**config.mk**
```make
export PLATFORM = sky130hd
export DESIGN_NAME = mdio_master
export DESIGN_NICKNAME = d
export VERILOG_FILES = /design/src/rtl/mdio_pkg.sv /design/src/rtl/mdio_half_timer.sv /design/src/rtl/mdio_rx_shift.sv /design/src/rtl/mdio_master.sv
export SDC_FILE = /design/constraint.sdc
export NUM_CORES = 1
export LEC_CHECK = 0
export BUFFER_PORTS_ARGS = -buffer_cell sky130_fd_sc_hd__buf_4
export CORE_ASPECT_RATIO = 0.6
export CORE_MARGIN = 3
export CORE_UTILIZATION = 55
export DETAILED_ROUTE_END_ITERATION = 8
export MAX_ROUTING_LAYER = met4
export PLACE_DENSITY = 0.74
export REMOVE_ABC_BUFFERS = 1
export SYNTH_ARGS = -nofsm -noshare
export SYNTH_HDL_FRONTEND = slang
export SYNTH_HIERARCHICAL = 1
export SYNTH_SLANG_ARGS = --single-unit
```
**constraint.sdc**
```tcl
create_clock -name clk -period 3.6 [get_ports clk]
set_input_delay 0.54 -clock clk [delete_from_list [all_inputs] [get_ports clk]]
set_output_delay 0.54 -clock clk [all_outputs]
set_load 0.02 [all_outputs]
```
**src/rtl/mdio_pkg.sv**
```systemverilog
package mdio_pkg;

    typedef enum logic [2:0] {
        ST_IDLE,
        ST_PRE,
        ST_HDR,
        ST_TA,
        ST_DATA,
        ST_TAIL,
        ST_FLUSH
    } mdio_state_e;

    function automatic int unsigned max_of(input int unsigned a, input int unsigned b);
        return (a > b) ? a : b;
    endfunction

endpackage

```
**src/rtl/mdio_half_timer.sv**
```systemverilog
module mdio_half_timer #(
    parameter int DIV_W = 8
) (
    input  logic             clk,
    input  logic             rst_n,
    input  logic             clr_i,
    input  logic             run_i,
    input  logic [DIV_W-1:0] lim_i,
    output logic             tick_o
);
    logic [DIV_W-1:0] cnt_q;
    logic [DIV_W-1:0] lim_eff;

    assign lim_eff = (lim_i == '0) ? DIV_W'(1) : lim_i;
    assign tick_o  = run_i && (cnt_q == lim_eff - DIV_W'(1));

    always_ff @(posedge clk or negedge rst_n) begin
        if (!rst_n)                         cnt_q <= '0;
        else if (clr_i || !run_i || tick_o) cnt_q <= '0;
        else                                cnt_q <= cnt_q + DIV_W'(1);
    end
endmodule

```
**src/rtl/mdio_rx_shift.sv**
```systemverilog
module mdio_rx_shift #(
    parameter int W = 16
) (
    input  logic         clk,
    input  logic         rst_n,
    input  logic         clr_i,
    input  logic         shift_i,
    input  logic         bit_i,
    output logic [W-1:0] data_o
);
    always_ff @(posedge clk or negedge rst_n) begin
        if (!rst_n)       data_o <= '0;
        else if (clr_i)   data_o <= '0;
        else if (shift_i) data_o <= {data_o[W-2:0], bit_i};
    end
endmodule

```
**src/rtl/mdio_master.sv**
```systemverilog
module mdio_master #(
    parameter int DIV_W     = 8,
    parameter int ADDR_W    = 5,
    parameter int DATA_W    = 16,
    parameter int PRE_LEN   = 32,
    parameter int FLUSH_LEN = 32
) (
    input  logic              clk,
    input  logic              rst_n,
    input  logic              start_i,
    input  logic              rd_nwr_i,
    input  logic [ADDR_W-1:0] phy_addr_i,
    input  logic [ADDR_W-1:0] reg_addr_i,
    input  logic [DATA_W-1:0] wr_data_i,
    input  logic [DIV_W-1:0]  half_div_i,
    output logic [DATA_W-1:0] rd_data_o,
    output logic              done_o,
    output logic              err_o,
    output logic              mdc_o,
    output logic              mdio_o,
    output logic              mdio_oe_o,
    input  logic              mdio_i
);
    import mdio_pkg::*;

    localparam int HDR_W   = 4 + 2 * ADDR_W;
    localparam int MAX_LEN = int'(max_of(max_of(PRE_LEN, FLUSH_LEN), max_of(DATA_W, HDR_W)));
    localparam int CNT_W   = $clog2(MAX_LEN);

    mdio_state_e       state_q, state_d;
    logic [CNT_W-1:0]  idx_q, idx_d;
    logic              hi_q, hi_d;
    logic              mdc_q, mdc_d;
    logic              mdo_q, mdo_d;
    logic              oe_q, oe_d;
    logic              done_q, done_d;
    logic              err_q, err_d;
    logic              rd_q, rd_d;
    logic [HDR_W-1:0]  hdr_q, hdr_d;
    logic [DATA_W-1:0] wd_q, wd_d;
    logic [DIV_W-1:0]  div_q, div_d;
    logic              accept, shift_en, tick;

    mdio_half_timer #(.DIV_W(DIV_W)) u_timer (
        .clk    (clk),
        .rst_n  (rst_n),
        .clr_i  (accept),
        .run_i  (state_q != ST_IDLE),
        .lim_i  (div_q),
        .tick_o (tick)
    );

    mdio_rx_shift #(.W(DATA_W)) u_rx (
        .clk     (clk),
        .rst_n   (rst_n),
        .clr_i   (accept),
        .shift_i (shift_en),
        .bit_i   (mdio_i),
        .data_o  (rd_data_o)
    );

    // next-state and slot logic
    always_comb begin
        state_d  = state_q;
        idx_d    = idx_q;
        hi_d     = hi_q;
        mdc_d    = mdc_q;
        mdo_d    = mdo_q;
        oe_d     = oe_q;
        done_d   = 1'b0;
        err_d    = err_q;
        rd_d     = rd_q;
        hdr_d    = hdr_q;
        wd_d     = wd_q;
        div_d    = div_q;
        accept   = 1'b0;
        shift_en = 1'b0;
        unique case (state_q)
            ST_IDLE: begin
                if (start_i) begin
                    accept  = 1'b1;
                    state_d = ST_PRE;
                    idx_d   = '0;
                    hi_d    = 1'b0;
                    mdc_d   = 1'b0;
                    mdo_d   = 1'b1;
                    oe_d    = 1'b1;
                    err_d   = 1'b0;
                    rd_d    = rd_nwr_i;
                    hdr_d   = {2'b01, (rd_nwr_i ? 2'b10 : 2'b01), phy_addr_i, reg_addr_i};
                    wd_d    = wr_data_i;
                    div_d   = half_div_i;
                end
            end
            default: begin
                if (tick && !hi_q) begin
                    hi_d  = 1'b1;
                    mdc_d = 1'b1;
                end else if (tick) begin
                    hi_d  = 1'b0;
                    mdc_d = 1'b0;
                    idx_d = idx_q + CNT_W'(1);
                    unique case (state_q)
                        ST_PRE: begin
                            if (idx_q == CNT_W'(PRE_LEN - 1)) begin
                                state_d = ST_HDR;
                                idx_d   = '0;
                                mdo_d   = hdr_q[HDR_W-1];
                            end
                        end
                        ST_HDR: begin
                            hdr_d = hdr_q << 1;
                            mdo_d = hdr_q[HDR_W-2];
                            if (idx_q == CNT_W'(HDR_W - 1)) begin
                                state_d = ST_TA;
                                idx_d   = '0;
                                mdo_d   = 1'b1;
                                oe_d    = !rd_q;
                            end
                        end
                        ST_TA: begin
                            if (rd_q) begin
                                idx_d   = '0;
                                state_d = mdio_i ? ST_FLUSH : ST_DATA;
                            end else if (idx_q == '0) begin
                                mdo_d = 1'b0;
                            end else begin
                                state_d = ST_DATA;
                                idx_d   = '0;
                                mdo_d   = wd_q[DATA_W-1];
                            end
                        end
                        ST_DATA: begin
                            if (rd_q) begin
                                shift_en = 1'b1;
                            end else begin
                                wd_d  = wd_q << 1;
                                mdo_d = wd_q[DATA_W-2];
                            end
                            if (idx_q == CNT_W'(DATA_W - 1)) begin
                                state_d = ST_TAIL;
                                idx_d   = '0;
                                oe_d    = 1'b0;
                                mdo_d   = 1'b1;
                            end
                        end
                        ST_TAIL: begin
                            state_d = ST_IDLE;
                            idx_d   = '0;
                            mdc_d   = 1'b1;
                            done_d  = 1'b1;
                        end
                        ST_FLUSH: begin
                            if (idx_q == CNT_W'(FLUSH_LEN - 1)) begin
                                state_d = ST_IDLE;
                                idx_d   = '0;
                                mdc_d   = 1'b1;
                                done_d  = 1'b1;
                                err_d   = 1'b1;
                            end
                        end
                        default: begin
                            state_d = ST_IDLE;
                            mdc_d   = 1'b1;
                            oe_d    = 1'b0;
                        end
                    endcase
                end
            end
        endcase
    end

    // state register
    always_ff @(posedge clk or negedge rst_n) begin
        if (!rst_n) state_q <= ST_IDLE;
        else        state_q <= state_d;
    end

    // outputs and frame datapath
    always_ff @(posedge clk or negedge rst_n) begin
        if (!rst_n) begin
            idx_q  <= '0;
            hi_q   <= 1'b0;
            mdc_q  <= 1'b1;
            mdo_q  <= 1'b1;
            oe_q   <= 1'b0;
            done_q <= 1'b0;
            err_q  <= 1'b0;
            rd_q   <= 1'b0;
            hdr_q  <= '0;
            wd_q   <= '0;
            div_q  <= '0;
        end else begin
            idx_q  <= idx_d;
            hi_q   <= hi_d;
            mdc_q  <= mdc_d;
            mdo_q  <= mdo_d;
            oe_q   <= oe_d;
            done_q <= done_d;
            err_q  <= err_d;
            rd_q   <= rd_d;
            hdr_q  <= hdr_d;
            wd_q   <= wd_d;
            div_q  <= div_d;
        end
    end

    assign mdc_o     = mdc_q;
    assign mdio_o    = mdo_q;
    assign mdio_oe_o = oe_q;
    assign done_o    = done_q;
    assign err_o     = err_q;
endmodule

```
# ---- Word-level counts from Yosys, hierarchy flattened
# Cells that the tools add are included.
dict set report word_totals {
  ff_bits 77
  out_inout_bits 21
  wordCells 149
}
dict set report op_classes {
  mux 80
  reduce_logical 31
  n_addsub 3
  n_eq_ne 21
}
# cell count
set op_table {}
lappend op_table {{16-bit two-way mux} 8}
lappend op_table {{14-bit two-way mux} 5}
lappend op_table {{5-bit two-way mux} 9}
lappend op_table {{1-bit two-way mux} 38}
lappend op_table {{3-bit two-way mux} 10}
lappend op_table {{5-bit case mux with 5 select lines} 1}
lappend op_table {{8-bit two-way mux} 2}
lappend op_table {{3-bit case mux with 5 select lines} 1}
lappend op_table {{3-bit != test (second input constant)} 4}
lappend op_table {{2-bit nonzero test} 6}
lappend op_table {{5-bit by 4-bit == test with 1-bit output (second input constant)} 2}
lappend op_table {{5-bit AND reduction} 2}
lappend op_table {{3-bit == test (second input constant)} 3}
lappend op_table {{8-bit by 1-bit adder with 8-bit output (second input constant)} 1}
lappend op_table {{8-bit == test} 1}
lappend op_table {{8-bit logical NOT} 1}
lappend op_table {{4-bit != test (second input constant)} 2}
lappend op_table {{8-bit AND reduction} 1}
lappend op_table {{4-bit OR reduction} 2}
lappend op_table {{8-bit by 1-bit subtractor with 8-bit output (second input constant)} 1}
lappend op_table {{7-bit AND reduction} 1}
lappend op_table {{3-bit by 2-bit == test with 1-bit output (second input constant)} 2}
lappend op_table {{2-bit by 1-bit != test with 1-bit output (second input constant)} 3}
lappend op_table {{6-bit AND reduction} 1}
lappend op_table {{other kinds (20)} 28}

# ---- Depth between registers and ports, before layout
# Gate-level depths: netlist of run 1.
dict set report logic_depth {
  depth_word 10
  depth_mapped 15
  depth_no_buf 13
}

# ---- By module
# The synthesis of run 1 kept the hierarchy.
# mod seq_area_each_um2 n_inst cells_per_inst area_each_um2
set by_module_without_submodules {}
lappend by_module_without_submodules {mdio_master 1328.8 1 292 2712.6}
lappend by_module_without_submodules {mdio_half_timer 200.2 1 81 694.4}
lappend by_module_without_submodules {mdio_rx_shift 400.4 1 52 660.6}

# ---- Worst setup path before layout of run 1
# OpenSTA, ideal clock, no wires.
dict set report synth_timing {
  path_kind {flip-flop to flip-flop}
  start {register div_q[2]}
  end {register state_q[0]}
  stages_incl_launch_ff 13
  setup_ns 0.128
  t_arrival_ns 3.185
  n_path_buf 0
  path_slack_ns 0.287
  cell_sequence {dfrtp_1 > nor4_2 > a21oi_1 > ha_1 > xor2_1 > o211a_1 > o2111ai_1 > nor4_4 > o311ai_2 > nand2_4 > nand3_2 > a311oi_2 > mux2_1}
}
dict set report synth_between {
  elab_chain_len 8
  word_cells_on_any_way 9
  classes_between {1 x add/sub; 2 x eq/ne; 1 x mux; 5 x reduce/logical}
}
# item line
set synth_rtl {}
lappend synth_rtl {{from (decl)} mdio_master.sv:41} ;# logic [DIV_W-1:0] div_q, div_d;
lappend synth_rtl {{from (signal assigned)} mdio_master.sv:204} ;# div_q <= div_d;
lappend synth_rtl {{8-bit logical NOT} mdio_half_timer.sv:14} ;# assign lim_eff = (lim_i == '0) ? DIV_W'(1) : lim_i;
lappend synth_rtl {{8-bit two-way mux *} mdio_half_timer.sv:14}
lappend synth_rtl {{8-bit by 1-bit subtractor with 8-bit output *} mdio_half_timer.sv:15} ;# assign tick_o = run_i && (cnt_q == lim_eff - DIV_W'(1));
lappend synth_rtl {{8-bit == test *} mdio_half_timer.sv:15}
lappend synth_rtl {{1-bit logical AND *} mdio_half_timer.sv:15}
lappend synth_rtl {{named net tick} mdio_master.sv:42} ;# logic accept, shift_en, tick;
lappend synth_rtl {{1-bit logical AND} mdio_master.sv:96} ;# if (tick && !hi_q) begin
lappend synth_rtl {{2-bit by 1-bit != test with 1-bit output (no line)} n/a}
lappend synth_rtl {{8-bit AND reduction (no line) *} n/a}
lappend synth_rtl {{to (signal assigned)} mdio_master.sv:176} ;# else state_q <= state_d;
lappend synth_rtl {{to (decl)} mdio_master.sv:30} ;# mdio_state_e state_q, state_d;
# The timed path passes the listed nets; every way through them passes the cells marked *.
# A chain may end at the register's enable or synchronous reset.

# ---- Worst setup path in the final report of run 1
dict set report layout_timing {
  start {register div_q[5]}
  end {register u_rx.data_o[7]}
}
dict set report layout_between {
  elab_chain_len 9
  word_cells_on_any_way 10
  classes_between {1 x add/sub; 1 x eq/ne; 4 x mux; 4 x reduce/logical}
}
# item line
set layout_rtl {}
lappend layout_rtl {{8-bit logical NOT} mdio_half_timer.sv:14}
lappend layout_rtl {{8-bit two-way mux *} mdio_half_timer.sv:14}
lappend layout_rtl {{8-bit by 1-bit subtractor with 8-bit output *} mdio_half_timer.sv:15}
lappend layout_rtl {{8-bit == test *} mdio_half_timer.sv:15}
lappend layout_rtl {{1-bit logical AND *} mdio_half_timer.sv:15}
lappend layout_rtl {{named net tick} mdio_master.sv:42}
lappend layout_rtl {{1-bit two-way mux or 1-bit logical AND (tied branches)} {mdio_master.sv:99, mdio_master.sv:96}}
lappend layout_rtl {{1-bit two-way mux *} mdio_master.sv:96}
lappend layout_rtl {{1-bit two-way mux *} mdio_master.sv:78} ;# unique case (state_q)
lappend layout_rtl {{named net shift_en} mdio_master.sv:42}
lappend layout_rtl {{2-bit nonzero test (no line) *} n/a}
lappend layout_rtl {{to (signal assigned)} mdio_rx_shift.sv:14} ;# else if (shift_i) data_o <= {data_o[W-2:0], bit_i};
lappend layout_rtl {{to (decl)} mdio_rx_shift.sv:9} ;# output logic [W-1:0] data_o
# Marks and branches as above.

==> results.json, run 1 <==
{
  "grt_overflow": 0,
  "fmax_mhz": 283,
  "ys_warn_count": 6,
  "pwr-share-comb": 0.211,
  "clkSlewWorstSetupHoldPaths_ps": 60,
  "worst-path-max-fanout": 8,
  "clock-sinks": 77,
  "fp.dieH_um": 72.6,
  "htree_levels": 3,
  "areaGrowthSynthToFinish_pct": 23.8,
  "post-place-cells": 557,
  "start_util": 0.589,
  "cts_tree": "yes",
  "drtAntennaViolNets": 0,
  "drcViolationCount": 0,
  "r2r.worst_path.cells": 15,
  "dr.first_iter.drc_count": 248,
  "arrival_ps": 3740,
  "grt_pass1_vias": 3170,
  "tightest_slew_ps": 958,
  "slowest_delay_ps": 460,
  "final_common_cell": "buf_4",
  "synthFlopType": "dfrtp_1",
  "die-area_um2": 8500,
  "crit_top_cell": "nor4_4",
  "via_per_inst": 5.78,
  "routabilityCongestion": 0.989,
  "p_clk_frac": 0.358,
  "hold_class": "input pin to asynchronous set/reset pin",
  "rsz0062_at_grt": "true",
  "synth-async-reset-ratio": 1.00,
  "fin_crit_ps": 3540,
  "outcome": "completed",
  "max_slew_margin": 0.361,
  "hold_violations": 0,
  "row_count": 23,
  "ys_seq_area_frac": 0.474,
  "synth_top_area_cell": "dfrtp_1",
  "syn_area_per_cell_um2": 9.57,
  "place_area_um2": 4590,
  "antenna_found_initial": 0,
  "via_count": 3351,
  "synth_top_area_share": 0.461,
  "synthDistinctLibCells": 61,
  "swShare": 0.296,
  "crit_chain": "nor4_4, a21oi_2, ha_1, xor2_2, o211a_1, o2111ai_2, nor4_4, nand2_1, inv_2, nand2_4, nor4_4, buf_4, clkbuf_16, mux2i_1, nor2_1",
  "ir_drop_mv": 0.309,
  "crit_type": "register to register",
  "wl_per_cell_um": 16.6,
  "cts_made_buffers": 9,
  "worst_slack_ps": 60.8,
  "crit_required_ps": 3800,
  "drive_above_1_share": 0.239,
  "synth_edf_count": 0,
  "wirelength_mm": 9.66,
  "syn_inst": 425,
  "yosys_register_bits": 77,
  "die_w_um": 117,
  "synth.cell_area_um2": 4070,
  "grt_max_degree": 78,
  "hpwl_mm": 6.44,
  "core_area_um2": 6910,
  "port_buffers": 59,
  "endpoint_kind": "register",
  "max_cap_violations": 0,
  "firstDrtPassIters": 5,
  "layout.cells.non_filler": 580,
  "dpl_worst_slack_ps": 172,
  "grt.total_usage": 0.247,
  "finalMaxSlewViolations": 0,
  "skew_ps": 6.07,
  "insertion_delay_ps": 340,
  "power_mw": 2.65,
  "p_leak_nw": 2.24,
  "diodes": 0,
  "grt_pass1_wl_mm": 15.7,
  "mostFrequentLayoutCells": "buf_4 (74), nand2_1 (73), dfrtp_1 (73)",
  "final_area_um2": 5030,
  "holdBufCountCts": 0,
  "clk_path_buf_depth": 2,
  "setup_violations": 0,
  "synth_area_leaders": "dfrtp_1 (46%), mux2i_1 (10%), nand2_1 (6.8%)",
  "post-route-period-util": 0.983,
  "root_buffer": "clkbuf_16",
  "power.internal_mw": 1.87,
  "fin_nets": 534,
  "p_per_area_nw_per_um2": 527,
  "start_kind": "register",
  "io_pins": 60,
  "p_switching_mw": 0.785,
  "sequentialPowerShare": 0.431,
  "crit_slowest_cell": "dfrtp_2"
}
-- synthesized netlist by cell type, drive strengths merged (2+ instances only) --
master,count
a311oi,2
o21ai,36
nand2,75
mux2,2
ha,6
nor3b,5
a31oi,5
a221o,2
nor3,8
nor2b,7
nor4,3
a22oi,2
buf,10
nand2b,3
clkbuf,13
o22ai,3
and3,4
nand3,13
a22o,2
dfrtp,75
nand4,2
a211oi,2
a2111oi,2
a21o,2
mux2i,42
xor2,5
nand4b,2
dfstp,2
o31ai,2
xnor2,7
a21oi,14
inv,13
or2,5
nor2,34
-- state kept, by name, summed over array words and instances (netlist names), named ones only --
register	cells
done_o	1
hdr_q	14
err_o	1
div_q	8
u_timer/cnt_q	8
state_q	2
mdio_o	1
hi_q	1
u_rx/data_o	16
mdc_o	1
idx_q	5
mdio_oe_o	1
rd_q	1
wd_q	16
-- what timing repair did --
| item | in CTS | in global routing |
|---|---|---|
| resized for setup | 0 | 12 |
| setup endpoints to repair | 0 | 19 |
| buffers inserted | 0 | 7 |
-- final cells by class --
type	count	area, um2
clock buffers	11	233
clock inverters	4	73.8
fillers	531	1870
inverters	13	48.8
multi-input cells	312	2040
flip-flops and latches	77	1930
well taps	87	109
repair buffers	76	601
-- critical path, delay by kind of cell, from the launching register on --
kind	cells	cell delay (ps)
AO/OA/AOI/OAI	3	420
XOR/XNOR	1	160
adder cells (fa/ha/maj)	1	340
buffers and inverters	3	460
flip-flops	1	460
multiplexers	1	190
AND/OR/NAND/NOR	6	1380
-- per-stage QoR --
stage / hold slack (ps) / setup TNS [ps] / util
finish: 356 / 0 / 0.729
global route: 395 / -1310 / 0.729
CTS: 381 / 0 / 0.709
detailed placement: 470 / 0 / 0.665
global placement: 460 / 0 / 0.665
floorplan: 244 / -106170 / -
-- cell families (layout without fill, tap and decap cells) --
logic type      after synthesis  in the layout  synth area share
buf+inv                      36            104            0.0412
simple gates                166            166             0.199
compound gates               84             84             0.133
mux                          44             44             0.109
fa+ha+maj                     6              6            0.0185
flops                        77             77             0.474
xor+xnor                     12             12            0.0258
-- final timing paths --
path,startpoint,end,slack (ps)
max in group asynchronous,rst_n,div_q[3],2590
worst max-delay path,div_q[5],u_rx/data_o[7],60
worst max register to register,div_q[5],u_rx/data_o[7],60
worst min-delay path,rst_n,u_timer/cnt_q[6],360
min in group clk,half_div_i[7],div_q[7],390
worst min register to register,hdr_q[8],hdr_q[8],480
-- routing by layer --
metal / vias to the layer above / routed length [um] / global-route usage
li1: 1615 / - / -
met3: 8 / 864 / 0.0779
met4: 0 / 71 / 0.0649
met2: 134 / 4100 / 0.330
met5: - / 0 / -
met1: 1594 / 4620 / 0.362
-- power by group through the flow --
stage | Clock (mW) | Sequential [mW] | Combinational, mW
floorplan | 0 | 1.13 | 0.356
global placement | 0 | 1.14 | 0.516
detailed placement | 0 | 1.15 | 0.532
CTS | 0.964 | 1.13 | 0.537
global route | 1.00 | 1.16 | 0.630
finish | 0.949 | 1.14 | 0.559
(Power assumes the default switching activity.)
==> run 2, diff against run 1 <==
--- a/config.mk
+++ b/config.mk
@@ -9,6 +9,7 @@
 export CORE_ASPECT_RATIO = 0.6
 export CORE_MARGIN = 3
 export CORE_UTILIZATION = 55
+export CTS_BUF_LIST = sky130_fd_sc_hd__clkbuf_4
 export DETAILED_ROUTE_END_ITERATION = 8
 export MAX_ROUTING_LAYER = met4
 export PLACE_DENSITY = 0.74
==> results.json, run 2 (synthesized netlist as in run 1, its figures left out) <==
{
  "crit_required_ps": 3910,
  "swShare": 0.322,
  "via_count": 3280,
  "hpwl_mm": 6.44,
  "die-area_um2": 8500,
  "reg_top3": "u_rx/data_o: 16 flops, wd_q: 16 flops, hdr_q: 14 flops",
  "clock-sinks": 77,
  "grt_overflow": 0,
  "via_per_inst": 5.66,
  "setup_violations": 0,
  "final_common_cell": "buf_4",
  "p_clk_frac": 0.259,
  "grt_pass1_wl_mm": 15.7,
  "firstDrtPassIters": 7,
  "areaGrowthSynthToFinish_pct": 19.9,
  "tightest_slew_ps": 957,
  "mostFrequentLayoutCells": "buf_4 (74), nand2_1 (73), dfrtp_1 (73)",
  "worst_slack_ps": 55.0,
  "fmax_mhz": 282,
  "root_buffer": "clkbuf_4",
  "start_kind": "register",
  "power.internal_mw": 1.55,
  "r2r-end": "u_rx/data_o[4]",
  "power_mw": 2.29,
  "fin_crit_ps": 3550,
  "pwr-share-comb": 0.242,
  "drcViolationCount": 0,
  "grt_pass1_vias": 3167,
  "finalMaxSlewViolations": 0,
  "post-route-period-util": 0.985,
  "p_leak_nw": 2.17,
  "wirelength_mm": 9.43,
  "grt_max_degree": 78,
  "hold_violations": 0,
  "crit_type": "register to register",
  "clk_path_buf_depth": 2,
  "htree_levels": 3,
  "rsz0062_at_grt": "true",
  "reg2reg_slack_ps": 50,
  "outcome": "completed",
  "dpl_worst_slack_ps": 172,
  "wl_per_cell_um": 16.3,
  "die_w_um": 117,
  "max_slew_margin": 0.362,
  "clkSlewWorstSetupHoldPaths_ps": 120,
  "hold_class": "input pin to asynchronous set/reset pin",
  "grt.total_usage": 0.248,
  "sequentialPowerShare": 0.498,
  "io_pins": 60,
  "cts_made_buffers": 9,
  "drtAntennaViolNets": 0,
  "endpoint_kind": "register",
  "fp.dieH_um": 72.6,
  "cts_tree": "yes",
  "p_per_area_nw_per_um2": 469,
  "routabilityCongestion": 0.989,
  "drive_above_1_share": 0.241,
  "insertion_delay_ps": 440,
  "fin_nets": 534,
  "skew_ps": 9.12,
  "worst-path-max-fanout": 8,
  "row_count": 23,
  "core_area_um2": 6910,
  "antenna_found_initial": 0,
  "start_util": 0.589,
  "timing.rr.start": "div_q[3]",
  "dr.first_iter.drc_count": 239,
  "ir_drop_mv": 0.297,
  "port_buffers": 59,
  "arrival_ps": 3860,
  "max_cap_violations": 0,
  "r2r.worst_path.cells": 15,
  "diodes": 0,
  "p_switching_mw": 0.736
}
## run 2: routing by layer
metal,track usage,share of wire,wire [um],vias up
li1,-,-,-,1611
met1,0.368,0.49,4590,1541
met2,0.329,0.42,3980,119
met3,0.0787,0.084,791,9
met4,0.0649,0.0074,70,0
met5,-,0,0,-
## run 2: worst max-delay path, cell delays in order (launching register included)
cell       delay (ps)
dfrtp_1           480
nor4_4            390
a21oi_2           120
ha_1              320
xor2_1            170
o211a_1           190
o2111ai_2         120
nor4_4            440
nand2_1           140
inv_2             110
nand2_4            80
nor4_4            270
buf_4             180
clkbuf_16         160
mux2i_1           200
nor2_1             60
## run 2: per-stage QoR
stage | hold WS [ps] | util | TNS (ps) | instance area [um2] | cells
after floorplan | 244 | - | -106170 | 3950 | 402
after global placement | 460 | 0.665 | 0 | 4590 | 557
after detailed placement | 470 | 0.665 | 0 | 4590 | 557
after CTS | 249 | 0.688 | 0 | 4750 | 572
after global routing | 249 | 0.706 | -1510 | 4880 | 580
final | 242 | 0.706 | 0 | 4880 | 580
## run 2: repair_timing
action                                  CTS  global route
endpoints found under the setup margin    0            19
hold buffers                              0             0
resized for setup                         0            11
setup buffers                             0             7
## run 2: worst max path at each step
| stage | start | end | slack (ps) | cells after the start |
|---|---|---|---|---|
| 6_report | div_q[3] | u_rx/data_o[4] | 50 | 15 |
| 5_1_grt | div_q[5] | u_rx/data_o[4] | -120 | 15 |
| 4_1_cts | div_q[2] | state_q[0] | 120 | 12 |
| 3_5_place_dp | div_q[2] | state_q[0] | 170 | 12 |
| 3_3_place_gp | div_q[2] | state_q[0] | 380 | 12 |
| 2_1_floorplan | register | wd_q[10] | -1820 | 9 |
## run 2: final cells by class
class | instances | area (um2)
Sequential cell | 77 | 1930
Clock buffer | 11 | 82.6
Multi-Input combinational cell | 312 | 2030
Clock inverter | 4 | 73.8
Timing Repair Buffer | 76 | 601
Tap cell | 87 | 109
Inverter | 13 | 48.8
Fill cell | 557 | 2030
## run 2: power groups by stage
stage	combinational [mW]	clock, mW	sequential [mW]
after CTS	0.536	0.611	1.13
after floorplan	0.356	0	1.13
after detailed placement	0.532	0	1.15
after global routing	0.625	0.651	1.16
final	0.554	0.593	1.14
after global placement	0.516	0	1.14
==> run 3, diff against run 2 <==
--- a/config.mk
+++ b/config.mk
@@ -14,6 +14,7 @@
 export MAX_ROUTING_LAYER = met4
 export PLACE_DENSITY = 0.74
 export REMOVE_ABC_BUFFERS = 1
+export SETUP_SLACK_MARGIN = 0.5
 export SYNTH_ARGS = -nofsm -noshare
 export SYNTH_HDL_FRONTEND = slang
 export SYNTH_HIERARCHICAL = 1
==> results.json, run 3 (synthesized netlist as in run 1, its figures left out) <==
{
  "outcome": "completed",
  "wl_per_cell_um": 18.0,
  "dr.first_iter.drc_count": 324,
  "p_switching_mw": 0.776,
  "p_per_area_nw_per_um2": 454,
  "timing.rr.start": "div_q[3]",
  "core_area_um2": 6910,
  "start_util": 0.589,
  "start_kind": "register",
  "swShare": 0.330,
  "reg_top3": "u_rx/data_o: 16 flops, wd_q: 16 flops, hdr_q: 14 flops",
  "power.internal_mw": 1.57,
  "arrival_ps": 3550,
  "hold_violations": 0,
  "clk_path_buf_depth": 2,
  "crit_slowest_cell": "dfrtp_2",
  "routabilityCongestion": 0.989,
  "drive_above_1_share": 0.298,
  "final_common_cell": "buf_4",
  "via_count": 3539,
  "cts_tree": "yes",
  "crit_type": "register to register",
  "die_w_um": 117,
  "fin_crit_ps": 3230,
  "fmax_mhz": 309,
  "worst-path-max-fanout": 8,
  "setup_violations": 0,
  "root_buffer": "clkbuf_4",
  "final_core_util": 0.749,
  "mostFrequentLayoutCells": "buf_4 (85), nand2_1 (71), dfrtp_1 (71)",
  "insertion_delay_ps": 450,
  "diodes": 0,
  "crit_top_cell": "nor4_4",
  "hpwl_mm": 6.44,
  "die-area_um2": 8500,
  "worst_hold_slack_ps": 223,
  "endpoint_kind": "register",
  "fp.dieH_um": 72.6,
  "sequentialPowerShare": 0.488,
  "finalMaxSlewViolations": 0,
  "skew_ps": 15.5,
  "io_pins": 60,
  "wirelength_mm": 10.8,
  "via_per_inst": 5.89,
  "hold_class": "input pin to asynchronous set/reset pin",
  "post-route-period-util": 0.899,
  "slowest_delay_ps": 440,
  "grt_max_degree": 78,
  "grt_pass1_vias": 3335,
  "areaGrowthSynthToFinish_pct": 27.3,
  "cp-startpoint": "div_q[3]",
  "row_count": 23,
  "grt_pass1_wl_mm": 16.4,
  "clkSlewWorstSetupHoldPaths_ps": 130,
  "drtAntennaViolNets": 0,
  "path_buf_inv": 3,
  "crit_family": "simple AND/OR/NAND/NOR gates",
  "drcViolationCount": 0,
  "max_slew_margin": 0.360,
  "crit_required_ps": 3920,
  "p_leak_nw": 2.32,
  "firstDrtPassIters": 5,
  "rsz0062_at_grt": "true",
  "grt.total_usage": 0.260,
  "htree_levels": 3,
  "ir_drop_mv": 0.302,
  "p_clk_frac": 0.255,
  "fin_nets": 555,
  "clock-sinks": 77,
  "max_cap_violations": 0,
  "pwr-share-comb": 0.256,
  "tightest_slew_ps": 959,
  "cts_made_buffers": 9,
  "crit_chain": "nor4_4, a21oi_2, ha_1, xor2_1, o211a_1, o2111ai_2, nor4_4, nand2_1, inv_2, nand2_4, nor4_4, buf_4, clkbuf_16, mux2i_2, nor2_1",
  "antenna_found_initial": 0,
  "grt_overflow": 0,
  "port_buffers": 59
}
[run 3: cell types whose count changed in the layout (fill, tap and decap cells not counted), moves of 6 or more]
cell     change
buf_4       +11
o21ai_0      -8
buf_6        +6
o21ai_1      +7
[run 3: worst register-to-register path: stages, from the launching register on]
cell and delay (ps):
dfrtp_2 440, nor4_4 340, a21oi_2 120, ha_1 310, xor2_1 190, o211a_1 200
o2111ai_2 130, nor4_4 200, nand2_1 130, inv_2 110, nand2_4 80, nor4_4 300
buf_4 160, clkbuf_16 150, mux2i_2 200, nor2_1 50
[run 3: repair_timing]
action,CTS,global route
gates cloned,1,3
pin swaps,4,14
setup buffers,13,12
resized for setup,11,35
hold buffers,0,0
setup endpoints to repair,49,56
[run 3: layout make-up]
class / count / area (um2)
flip-flops and latches: 77 / 1930
fillers: 509 / 1730
inverters: 13 / 48.8
well taps: 87 / 109
clock inverters: 4 / 73.8
clock buffers: 11 / 82.6
repair buffers: 97 / 836
multi-input cells: 312 / 2090
[run 3: metrics by stage]
stage | setup WS, ps | setup TNS, ps | total power [mW] | instances | instance area, um2
final | 365 | 0 | 2.35 | 601 | 5180
after global routing | 155 | 0 | 2.49 | 601 | 5180
after CTS | 347 | 0 | 2.31 | 586 | 4930
after detailed placement | 172 | 0 | 1.68 | 557 | 4590
after global placement | 380 | 0 | 1.66 | 557 | 4590
after floorplan | -1820 | -106170 | 1.49 | 402 | 3950
[run 3: power by group through the flow]
stage          Clock, mW  Combinational, mW  Sequential, mW
3_3_place_gp           0              0.516            1.14
4_1_cts            0.611              0.564            1.14
3_5_place_dp           0              0.532            1.15
5_1_grt            0.653              0.669            1.17
2_1_floorplan          0              0.356            1.13
6_report           0.600              0.602            1.15
[run 3: final timing paths]
check | to | slack, ps | cells past startpoint
max in group asynchronous | div_q[4] | 2700 | 1
worst max-delay path | u_rx/data_o[5] | 370 | 15
min in group clk | div_q[1] | 280 | 3
worst min register to register | wd_q[5] | 490 | 2
worst min-delay path | idx_q[4] | 220 | 1
worst max register to register | u_rx/data_o[5] | 370 | 15
[run 3: metal layers]
layer	GRT usage	vias up	wire [um]
met5	-	-	0
met4	0.0763	0	179
met3	0.0961	25	842
met2	0.351	157	4660
met1	0.367	1699	5120
li1	-	1658	-
